[src/rtl/cdr_pkg.sv]
package cdr_pkg;
   localparam int WORD_W  = 16;
   localparam int NUM_ERR = 5;
   localparam int FUNC_W  = 3;
   localparam int DRV_W   = 2;

   // register selections on bus_addr[3:1]
   localparam logic [2:0] SEL_CSR   = 3'd0;
   localparam logic [2:0] SEL_BADDR = 3'd1;
   localparam logic [2:0] SEL_DADDR = 3'd2;
   localparam logic [2:0] SEL_MPQ   = 3'd3;
   localparam logic [2:0] SEL_EXT   = 3'd4;

   // control/status bit positions
   localparam int CS_READY = 0;
   localparam int CS_FUNC  = 1;
   localparam int CS_MEX   = 4;
   localparam int CS_IE    = 6;
   localparam int CS_DONE  = 7;
   localparam int CS_DRV   = 8;
   localparam int CS_ERR   = 10;
   localparam int CS_SUM   = 15;
endpackage

[src/rtl/cdr_lane_merge.sv]
module cdr_lane_merge #(
   parameter int W = 16
) (
   input  logic [W-1:0] cur_i,
   input  logic [W-1:0] wdata_i,
   input  logic         byte_i,
   input  logic         odd_i,
   output logic [W-1:0] merged_o
);
   localparam int HALF = W / 2;

   generate
      if ((W % 2) != 0 || W < 2) begin : g_bad_width
         $error("cdr_lane_merge: W must be even");
      end
   endgenerate

   always_comb begin
      merged_o = wdata_i;
      if (byte_i) begin
         if (odd_i) merged_o = {wdata_i[HALF-1:0], cur_i[HALF-1:0]};
         else       merged_o = {cur_i[W-1:HALF], wdata_i[HALF-1:0]};
      end
   end
endmodule

[src/rtl/cdr_mp_queue.sv]
module cdr_mp_queue #(
   parameter int W     = 16,
   parameter int DEPTH = 3
) (
   input  logic             clk,
   input  logic             rst_n,
   input  logic             load_i,
   input  logic [W-1:0]     load_data_i,
   input  logic [DEPTH-1:0] set_i,
   input  logic [DEPTH*W-1:0] set_data_i,
   input  logic             pop_i,
   output logic [W-1:0]     head_o
);
   logic [W-1:0] q [DEPTH];

   generate
      if (DEPTH < 1) begin : g_bad_depth
         $error("cdr_mp_queue: DEPTH must be at least 1");
      end
      for (genvar i = 0; i < DEPTH; i++) begin : g_ent
         if (i == DEPTH - 1) begin : g_tail
            // last entry holds its value across a pop
            always_ff @(posedge clk or negedge rst_n) begin
               if (!rst_n)        q[i] <= '0;
               else if (load_i)   q[i] <= load_data_i;
               else if (set_i[i]) q[i] <= set_data_i[i*W +: W];
            end
         end else begin : g_mid
            always_ff @(posedge clk or negedge rst_n) begin
               if (!rst_n)        q[i] <= '0;
               else if (load_i)   q[i] <= load_data_i;
               else if (set_i[i]) q[i] <= set_data_i[i*W +: W];
               else if (pop_i)    q[i] <= q[i+1];
            end
         end
      end
   endgenerate

   assign head_o = q[0];

   assert_load_all_R8: assert property (@(posedge clk) disable iff (!rst_n)
      load_i |=> (q[DEPTH-1] == $past(load_data_i) && q[0] == $past(load_data_i)));

   generate
      if (DEPTH > 1) begin : g_chk_shift
         assert_pop_shift_R8: assert property (@(posedge clk) disable iff (!rst_n)
            (pop_i && !load_i && set_i == '0) |=> (q[0] == $past(q[1])));
      end
   endgenerate
endmodule

[src/rtl/cdr_csr_ctl.sv]
module cdr_csr_ctl
   import cdr_pkg::*;
#(
   parameter int NUM_DRIVES = 4
) (
   input  logic              clk,
   input  logic              rst_n,
   input  logic              wr_i,
   input  logic [WORD_W-1:0] wdata_i,
   input  logic [NUM_DRIVES-1:0] busy_i,
   input  logic [1:0]        mex_i,
   input  logic              done_i,
   input  logic [NUM_ERR-1:0] err_i,
   output logic [WORD_W-1:0] rdata_o,
   output logic              start_o,
   output logic [FUNC_W-1:0] func_o,
   output logic [DRV_W-1:0]  drive_o,
   output logic              irq_o
);
   localparam int DRV_SLOTS = 1 << DRV_W;

   logic [FUNC_W-1:0]  func_q;
   logic [DRV_W-1:0]   drive_q;
   logic [NUM_ERR-1:0] err_q;
   logic               ie_q, done_q, irq_q, start_q;
   logic [DRV_SLOTS-1:0] busy_pad;
   logic               ready;

   generate
      for (genvar i = 0; i < DRV_SLOTS; i++) begin : g_busy
         if (i < NUM_DRIVES) begin : g_have
            assign busy_pad[i] = busy_i[i];
         end else begin : g_absent
            assign busy_pad[i] = 1'b1;
         end
      end
   endgenerate

   assign ready = ~busy_pad[drive_q];

   always_ff @(posedge clk or negedge rst_n) begin
      if (!rst_n) begin
         func_q  <= '0;
         drive_q <= '0;
         err_q   <= '0;
         ie_q    <= 1'b0;
         done_q  <= 1'b1;
         irq_q   <= 1'b0;
         start_q <= 1'b0;
      end else begin
         start_q <= 1'b0;
         if (wr_i) begin
            func_q  <= wdata_i[CS_FUNC +: FUNC_W];
            drive_q <= wdata_i[CS_DRV +: DRV_W];
            ie_q    <= wdata_i[CS_IE];
            done_q  <= wdata_i[CS_DONE];
            if (wdata_i[CS_DONE]) begin
               irq_q <= wdata_i[CS_IE];
            end else begin
               irq_q   <= 1'b0;
               err_q   <= '0;
               start_q <= 1'b1;
            end
         end else if (done_i) begin
            done_q <= 1'b1;
            err_q  <= err_q | err_i;
            irq_q  <= ie_q;
         end
      end
   end

   assign rdata_o = {|err_q, err_q, drive_q, done_q, ie_q, mex_i, func_q, ready};
   assign start_o = start_q;
   assign func_o  = func_q;
   assign drive_o = drive_q;
   assign irq_o   = irq_q;

   logic unused_wbits;
   assign unused_wbits = ^{wdata_i[WORD_W-1:CS_ERR], wdata_i[CS_MEX +: 2], wdata_i[CS_READY]};

   assert_irq_needs_done_R11: assert property (@(posedge clk) disable iff (!rst_n)
      irq_q |-> (done_q && ie_q));
   assert_start_clean_R7: assert property (@(posedge clk) disable iff (!rst_n)
      start_q |-> (!done_q && err_q == '0 && !irq_q));
   assert_done_write_quiet_R6: assert property (@(posedge clk) disable iff (!rst_n)
      (wr_i && wdata_i[CS_DONE]) |=> !start_q);
   assert_completion_sets_done_R11: assert property (@(posedge clk) disable iff (!rst_n)
      (done_i && !wr_i) |=> done_q);
endmodule

[src/rtl/cart_disk_regs.sv]
module cart_disk_regs
   import cdr_pkg::*;
#(
   parameter int NUM_DRIVES = 4,
   parameter int EXT_W      = 6,
   parameter int MP_DEPTH   = 3,
   parameter bit LEGACY_BUS = 1'b0
) (
   input  logic                       clk,
   input  logic                       rst_n,
   input  logic                       bus_wr,
   input  logic                       bus_rd,
   input  logic                       bus_byte,
   input  logic [3:0]                 bus_addr,
   input  logic [15:0]                bus_wdata,
   output logic [15:0]                bus_rdata,
   output logic                       bus_err,
   input  logic [NUM_DRIVES-1:0]      drv_busy,
   input  logic                       xfer_done,
   input  logic [4:0]                 xfer_err,
   input  logic [MP_DEPTH-1:0]        mp_set,
   input  logic [16*MP_DEPTH-1:0]     mp_set_data,
   output logic                       cmd_start,
   output logic [2:0]                 cmd_func,
   output logic [1:0]                 cmd_drive,
   output logic                       irq
);
   localparam bit EXT_PRESENT = !LEGACY_BUS;

   generate
      if (NUM_DRIVES < 1 || NUM_DRIVES > (1 << DRV_W)) begin : g_bad_drives
         $error("cart_disk_regs: NUM_DRIVES out of range");
      end
      if (EXT_W < 2 || EXT_W > WORD_W) begin : g_bad_ext
         $error("cart_disk_regs: EXT_W out of range");
      end
      if (MP_DEPTH < 1 || MP_DEPTH > 8) begin : g_bad_depth
         $error("cart_disk_regs: MP_DEPTH out of range");
      end
   endgenerate

   logic [2:0]        sel;
   logic              odd;
   logic [WORD_W-1:0] cur, merged, csr_rd, mp_head, ext_rd;
   logic [WORD_W-1:0] baddr_q, daddr_q;
   logic [EXT_W-1:0]  ext_q;
   logic              csr_wr, ext_wr_ok, ext_hit;

   assign sel     = bus_addr[3:1];
   assign odd     = bus_addr[0];
   assign csr_wr  = bus_wr && (sel == SEL_CSR);
   assign ext_hit = (bus_wr || bus_rd) && (sel == SEL_EXT);
   assign ext_rd  = EXT_PRESENT ? WORD_W'(ext_q) : '0;

   always_comb begin
      case (sel)
         SEL_CSR:   cur = csr_rd;
         SEL_BADDR: cur = baddr_q;
         SEL_DADDR: cur = daddr_q;
         SEL_MPQ:   cur = mp_head;
         SEL_EXT:   cur = ext_rd;
         default:   cur = '0;
      endcase
   end

   cdr_lane_merge #(.W(WORD_W)) u_merge (
      .cur_i    (cur),
      .wdata_i  (bus_wdata),
      .byte_i   (bus_byte),
      .odd_i    (odd),
      .merged_o (merged)
   );

   cdr_csr_ctl #(.NUM_DRIVES(NUM_DRIVES)) u_csr (
      .clk     (clk),
      .rst_n   (rst_n),
      .wr_i    (csr_wr),
      .wdata_i (merged),
      .busy_i  (drv_busy),
      .mex_i   (ext_q[1:0]),
      .done_i  (xfer_done),
      .err_i   (xfer_err),
      .rdata_o (csr_rd),
      .start_o (cmd_start),
      .func_o  (cmd_func),
      .drive_o (cmd_drive),
      .irq_o   (irq)
   );

   cdr_mp_queue #(.W(WORD_W), .DEPTH(MP_DEPTH)) u_mpq (
      .clk         (clk),
      .rst_n       (rst_n),
      .load_i      (bus_wr && (sel == SEL_MPQ)),
      .load_data_i (merged),
      .set_i       (mp_set),
      .set_data_i  (mp_set_data),
      .pop_i       (bus_rd && (sel == SEL_MPQ)),
      .head_o      (mp_head)
   );

   always_ff @(posedge clk or negedge rst_n) begin
      if (!rst_n) begin
         baddr_q <= '0;
         daddr_q <= '0;
      end else if (bus_wr) begin
         if (sel == SEL_BADDR) baddr_q <= {merged[WORD_W-1:1], 1'b0};
         if (sel == SEL_DADDR) daddr_q <= merged;
      end
   end

   // extension register: low two bits shared with control/status bits 5:4
   generate
      if (EXT_PRESENT) begin : g_ext_full
         assign ext_wr_ok = bus_wr && (sel == SEL_EXT) && !odd;
         assign bus_err   = 1'b0;
      end else begin : g_ext_absent
         assign ext_wr_ok = 1'b0;
         assign bus_err   = ext_hit;
      end
   endgenerate

   always_ff @(posedge clk or negedge rst_n) begin
      if (!rst_n)         ext_q      <= '0;
      else if (csr_wr)    ext_q[1:0] <= merged[CS_MEX +: 2];
      else if (ext_wr_ok) ext_q      <= merged[EXT_W-1:0];
   end

   assign bus_rdata = (bus_rd && !bus_err) ? cur : '0;

   assert_unused_sel_zero_R1: assert property (@(posedge clk) disable iff (!rst_n)
      (bus_rd && sel > SEL_EXT) |-> (bus_rdata == '0));
   assert_ext_err_variant_R10: assert property (@(posedge clk) disable iff (!rst_n)
      ext_hit |-> (bus_err == LEGACY_BUS));
   assert_ext_odd_ignored_R10: assert property (@(posedge clk) disable iff (!rst_n)
      (bus_wr && sel == SEL_EXT && odd) |=> $stable(ext_q));
   assert_baddr_lsb_R9: assert property (@(posedge clk) disable iff (!rst_n)
      (bus_rd && sel == SEL_BADDR) |-> (bus_rdata[0] == 1'b0));
   assert_mirror_R5: assert property (@(posedge clk) disable iff (!rst_n)
      (bus_rd && sel == SEL_CSR) |-> (bus_rdata[CS_MEX +: 2] == ext_q[1:0]));
endmodule

[config.mk]
export PLATFORM = sky130hd
export DESIGN_NAME = cart_disk_regs
export DESIGN_NICKNAME = d
export VERILOG_FILES = /design/src/rtl/cdr_pkg.sv /design/src/rtl/cdr_lane_merge.sv /design/src/rtl/cdr_mp_queue.sv /design/src/rtl/cdr_csr_ctl.sv /design/src/rtl/cart_disk_regs.sv
export SDC_FILE = /design/constraint.sdc
export NUM_CORES = 1
export LEC_CHECK = 0
export BUFFER_PORTS_ARGS = -buffer_cell sky130_fd_sc_hd__buf_2
export CORE_ASPECT_RATIO = 1.5
export CORE_MARGIN = 4
export CORE_UTILIZATION = 30
export CTS_CLUSTER_SIZE = 12
export DETAILED_ROUTE_END_ITERATION = 7
export GPL_ROUTABILITY_DRIVEN = 0
export SKIP_CTS_REPAIR_TIMING = 1
export SLEW_MARGIN = 20
export SYNTH_ARGS = -nofsm -noshare
export SYNTH_HDL_FRONTEND = slang
export SYNTH_HIERARCHICAL = 1
export SYNTH_SLANG_ARGS = --single-unit
[constraint.sdc]
create_clock -name clk -period 4.45 [get_ports clk]
set_input_delay 0.2225 -clock clk [delete_from_list [all_inputs] [get_ports clk]]
set_output_delay 0.2225 -clock clk [all_outputs]
set_load 0.02 [all_outputs]
==> impl_metrics.tcl, run 1 <==
set metrics [dict create \
    finalSetupViolCount 0 \
    drv_slew 0 \
    power_mw 2.51 \
    die_h_um 179 \
    slew_headroom_pct 29.3 \
    htreeDepth 3 \
    fillCellCount 2003 \
    cts_made_buffers 9 \
    grt_util_met2_pct 23.6 \
    die_area_um2 21900 \
    num_vias 4165 \
    crit_path_max_fanout 4 \
    pre_cts_slack_ns 1.80 \
    viasPerCell 4.96 \
    violations "hold timing" \
    setup_slack_ns 2.01 \
    ir_worst_vdd_uv 187 \
    dpl_cell_area_um2 6330 \
    ioPinCount 110 \
    wl_um 15500 \
    yosysTopAreaCell "dfrtp_1" \
    period_needed_ns 2.44 \
    diodes 0 \
    use_met1_pct 19.7 \
    pwr_density_cell_nw_per_um2 379 \
    area_growth_pct 13.0 \
    core_um2 19200 \
    fin_worst_skew_ns 0.00862 \
    busiest_layer "met2" \
    setup_tns_ns 0 \
    ys_seq_elements 99 \
    nets 666 \
    finalHoldViolCount 54 \
    grt.total_usage_pct 14.3 \
    layoutNonFillerInstCount 840 \
    drtIter0Drc 353 \
    start_util_pct 30.5 \
    grt_pass1_vias 4256 \
    syn_area_per_cell_um2 11.3 \
    hold_path.class "primary input to async pin" \
    use_met3_pct 1.82 \
    clock-sinks 99 \
    chipWidth_um 122 \
    max_freq_ghz 0.409 \
    multi_input_area_um2 2840 \
    worstSkewPairLatency_ns 0.34 \
    path_clk_slew_ns 0.07 \
    synth_async_sr_flop_share_pct 100 \
    drc_errors 0 \
    netlist_area_um2 5870 \
    grt-ovfl-total 0 \
    final_antenna_net_count 0 \
    row_count 62 \
    crit_type "flop to output port" \
    synth_enable_flop_cells 0 \
    fin_crit_sh_pct 54.9 \
    leakagePower_nw 3.06 \
    root_buffer "clkbuf_16" \
    grt_max_degree 57 \
    ys_seq_area_share_pct 42.2 \
    start_kind "flop" \
    dp_hpwl_um 11600 \
    route.detailed.wl_per_inst_um 18.5 \
    synth_top_area_share_pct 41.8 \
    required_ns 4.23 \
    tightest_slew_ns 1.06 \
    seq_area_um2 2480 \
    yosys_warnings 6 \
    critPathArrivalTime_ns 2.22 \
    antenna_found_initial 0 \
    design_area_um2 6640 \
    clockBufferDepth 2 \
    rsz0062_at_grt "no" \
    drive_above_1_share_pct 33.7 \
    firstDrtPassIters 5 \
    status "finished with violations" \
    ys_top_cells_by_area "dfrtp_1, mux2_4, mux2i_1, o22a_1, a221oi_1" \
    synth_common_cells "dfrtp_1, nor2_1, inv_1" \
    grt_first_pass_wirelength_um 24400 \
    ys.flop_type "dfrtp_1" \
    yosysMostFrequentCell "dfrtp_1" \
    cap_violations 0 \
    io_buffer_count 108 \
    worstSetupEndpointType "output port" \
    hold-worst-slack_ns -0.0638 \
    synthCells 521 \
    syn-num-nets 607 \
    dp.cells 824 \
    synth_cell_types 43 \
    cts_tree "yes" \
]
[critical path: stages (launching register included)]
cell and delay [ns]:
dfrtp_1 0.42, mux4_2 0.51, inv_1 0.13, mux2i_1 0.08, or3_1 0.35, a31oi_1 0.20
buf_2 0.20
[sequential cells by signal, summed over array words and instances, names as in the netlist]
name           count
ext_q              6
u_mpq/head_o      16
u_csr/func_o       3
u_csr/drive_o      2
daddr_q           16
u_csr/irq_o        1
u_csr/ie_q         1
u_csr/err_q        5
u_csr/start_o      1
baddr_q           15
u_csr/done_q       1
u_mpq/q           32
[cell usage in the layout, fill, tap and decap left out, types with 5 or more instances in the layout]
| master | synthesis | final |
|---|---|---|
| mux2_2 | 22 | 22 |
| a21oi_1 | 15 | 15 |
| or3_1 | 8 | 8 |
| buf_2 | 12 | 107 |
| inv_1 | 33 | 33 |
| clkbuf_16 | 0 | 9 |
| and2_1 | 29 | 29 |
| nor2_1 | 41 | 40 |
| mux4_2 | 11 | 11 |
| a22oi_1 | 5 | 5 |
| mux2_4 | 28 | 28 |
| nor2b_1 | 14 | 14 |
| o21bai_1 | 16 | 16 |
| mux2i_1 | 31 | 31 |
| dfrtp_1 | 98 | 98 |
| o22a_1 | 32 | 32 |
| a221oi_1 | 30 | 30 |
| nand2_1 | 10 | 10 |
[path summary, 6_finish.rpt]
path                       slack [ns]        startpoint  cells after the start               to
setup / recovery                 2.01  u_csr/drive_o[0]                      6     bus_rdata[0]
hold / removal                  -0.06             rst_n                      1  u_csr/func_o[0]
setup reg to reg                 2.16    u_csr/err_q[2]                      8      u_mpq/q[15]
hold reg to reg                  0.49          ext_q[3]                      1         ext_q[3]
max in group asynchronous        3.45             rst_n                      2      u_mpq/q[10]
min in group clk                 0.11       xfer_err[0]                      2   u_csr/err_q[0]
[logic make-up (layout without fill, tap and decap cells)]
family,after synthesis,count (layout),synth area share [%]
muxes,96,96,21.6
and+or+nand+nor,119,119,11.8
DFF,99,99,42.2
buffers and inverters,97,160,9.63
other,1,1,0.0639
AOI/OAI and AO/OA,109,109,14.7
[report_power, final]
group / switching [mW] / internal, mW
combinational: 0.270 / 0.304
sequential: 0.0927 / 1.06
clock: 0.339 / 0.449
total: 0.702 / 1.81
[layout make-up]
cell class                      instances  share of cell area, %
Clock inverter                          4                  0.773
Timing Repair Buffer                  112                   8.75
Clock buffer                           11                   3.66
Multi-Input combinational cell        325                   42.8
Sequential cell                        99                   37.3
Tap cell                              256                   4.83
Inverter                               33                   1.87
[per-layer routing]
metal	part of all wire (%)	routed length [um]
met1	45	6990
met2	49	7670
met3	4.0	621
met4	1.5	234
met5	0	0
[per-stage QoR]
| step | hold slack (ns) | util (%) |
|---|---|---|
| 3_3_place_gp | 0.336 | 32.9 |
| 2_1_floorplan | -0.0731 | - |
| 6_report | -0.0638 | 34.5 |
| 4_1_cts | -0.0255 | 34.4 |
| 3_5_place_dp | 0.342 | 32.9 |
| 5_1_grt | 0.00116 | 34.5 |
No activity file was read; power rests on OpenSTA's default activity.
==> inputs of run 2 (changes only) <==
==> constraint.sdc (replaced) <==
create_clock -name clk -period 2.36 [get_ports clk]
set_input_delay 0.118 -clock clk [delete_from_list [all_inputs] [get_ports clk]]
set_output_delay 0.118 -clock clk [all_outputs]
set_load 0.02 [all_outputs]
==> run 2 against run 1 <==
- the flow now finishes without violations
- setup slack worse by 1.9 ns
- design area is 2.6% higher
- clock power is 84% higher
- non-clock buffer count is 19 higher
- core utilization is 0.89 points higher
- sequential power is 90% higher
- first-iteration DRC count is 2.8% higher
- register-to-register slack worse by 2.0 ns
- clock skew is 0.00082 ns lower
- combinational power is 95% higher
- final cell count is 2.4% higher
- power is 89% higher
==> impl_metrics.tcl, run 2 (synthesis results as in run 1) <==
set metrics [dict create \
    path_clk_slew_ns 0.07 \
    rsz0062_at_grt "yes" \
    wl_um 15600 \
    p_clk_share_pct 30.5 \
    cts_made_buffers 9 \
    worstSetupEndpointType "output port" \
    io_buffer_count 108 \
    crit_family "multiplexers" \
    combinationalPowerShare_pct 23.6 \
    critPathArrivalTime_ns 2.16 \
    start_util_pct 30.5 \
    cts_tree "yes" \
    ioPinCount 110 \
    clockBufferDepth 2 \
    dp_hpwl_um 12000 \
    final_antenna_net_count 0 \
    final_cell_mix "buf_2, dfrtp_1, nor2_1" \
    drc_errors 0 \
    antenna_found_initial 1 \
    drive_above_1_share_pct 36.1 \
    start_kind "flop" \
    worstSkewPairLatency_ns 0.34 \
    grt_pass1_vias 4279 \
    period_needed_ns 2.27 \
    grt_first_pass_wirelength_um 24400 \
    grt_max_degree 48 \
    crit_path_max_fanout 3 \
    drv_slew 0 \
    critPathSlowestCell "mux4_2" \
    hold-worst-slack_ns 0.00320 \
    fin_crit_sh_pct 96.4 \
    power_switching_mw 1.36 \
    path_cells "mux4_2, inv_2, mux2i_1, or3_1, a31oi_1, buf_4" \
    row_count 62 \
    final_common_cell "buf_2" \
    diodes 0 \
    die_h_um 179 \
    slew_headroom_pct 59.2 \
    viasPerCell 4.93 \
    leakagePower_nw 3.16 \
    pwr_density_cell_nw_per_um2 696 \
    slowest_delay_ns 0.53 \
    finalSetupViolCount 0 \
    firstDrtPassIters 4 \
    power_mw 4.74 \
    required_ns 2.24 \
    drtIter0Drc 363 \
    status "completed" \
    top_register "u_mpq/q" \
    cap_violations 0 \
    ir_worst_vdd_uv 357 \
    nets 685 \
    htreeDepth 3 \
    clock-sinks 99 \
    tightest_slew_ns 0.611 \
    internal-power_mw 3.38 \
    pre_cts_slack_ns 0.218 \
    route.detailed.wl_per_inst_um 18.1 \
    switching_share_pct 28.7 \
    finalHoldViolCount 0 \
    hold_path.class "primary input to flop" \
    chipWidth_um 122 \
    path_buf_inv 2 \
    grt.total_usage_pct 14.3 \
    grt-ovfl-total 0 \
    root_buffer "clkbuf_16" \
    die_area_um2 21900 \
    p_seq_share_pct 45.9 \
    num_vias 4243 \
    crit_type "flop to output port" \
    area_growth_pct 16.0 \
    core_um2 19200 \
    final_core_utilization_pct 35.4 \
    setup_slack_ns 0.0854 \
    max_freq_ghz 0.440 \
    largest_reg_flops 32 \
    fin_worst_skew_ns 0.00780 \
]
[run 2: changes by cell type in the layout (fill, tap and decap cells not counted), sizes merged]
cell	previous run	this run
buf	112	130
bufinv	1	0
dlygate4sd3	0	1
inv	33	35
[run 2: worst reg2reg max path: stages, from the launching register on]
cell	delay [ns]
dfrtp_1	0.41
nor3_1	0.27
nand2_1	0.09
mux4_2	0.47
nor2b_1	0.15
mux2i_1	0.16
a21oi_1	0.13
and2_1	0.21
o22a_1	0.18
[run 2: power groups by stage]
stage                     sequential, mW  combinational (mW)  clock, mW
after floorplan                     2.18               0.857          0
after global placement              2.20                1.09          0
after detailed placement            2.21                1.11          0
after CTS                           2.18                1.11       1.48
after global routing                2.22                1.22       1.54
final                               2.18                1.12       1.45
[run 2: per-stage QoR]
stage                     area, um^2  instances   TNS, ns
after floorplan                 5870        521         0
final                           6810        860         0
after detailed placement        6490        841         0
after global placement          6490        841         0
after global routing            6810        860  -0.00344
after CTS                       6780        857   -0.0175
[run 2: final timing paths]
| kind | from | to | slack (ns) | cells after the start |
|---|---|---|---|---|
| worst min register to register | ext_q[2] | ext_q[2] | 0.49 | 1 |
| worst max register to register | u_csr/err_q[1] | u_mpq/q[31] | 0.18 | 8 |
| worst min-delay path | xfer_err[0] | u_csr/err_q[0] | 0.003 | 2 |
| worst max-delay path | u_csr/drive_o[0] | bus_rdata[0] | 0.09 | 6 |
| max in group asynchronous | rst_n | u_mpq/q[13] | 1.43 | 3 |
| min in group asynchronous | rst_n | ext_q[2] | 0.23 | 2 |
[run 2: metal layers]
metal / routed length [um] / up-vias / track usage, % / share of wire, %
met4: 405 / 2 / 5.09 / 2.6
met2: 7500 / 121 / 23.1 / 48
met3: 694 / 20 / 2.36 / 4.5
li1: - / 1999 / - / -
met1: 6970 / 2101 / 19.2 / 45
met5: 20 / - / 0 / 0.13
[run 2: area by class of cell]
class / count / area (um^2)
clock buffers: 11 / 253
well taps: 256 / 320
inverters: 33 / 124
repair buffers: 131 / 758
fillers: 1988 / 12400
clock inverters: 5 / 35.0
flip-flops and latches: 99 / 2480
multi-input cells: 325 / 2840
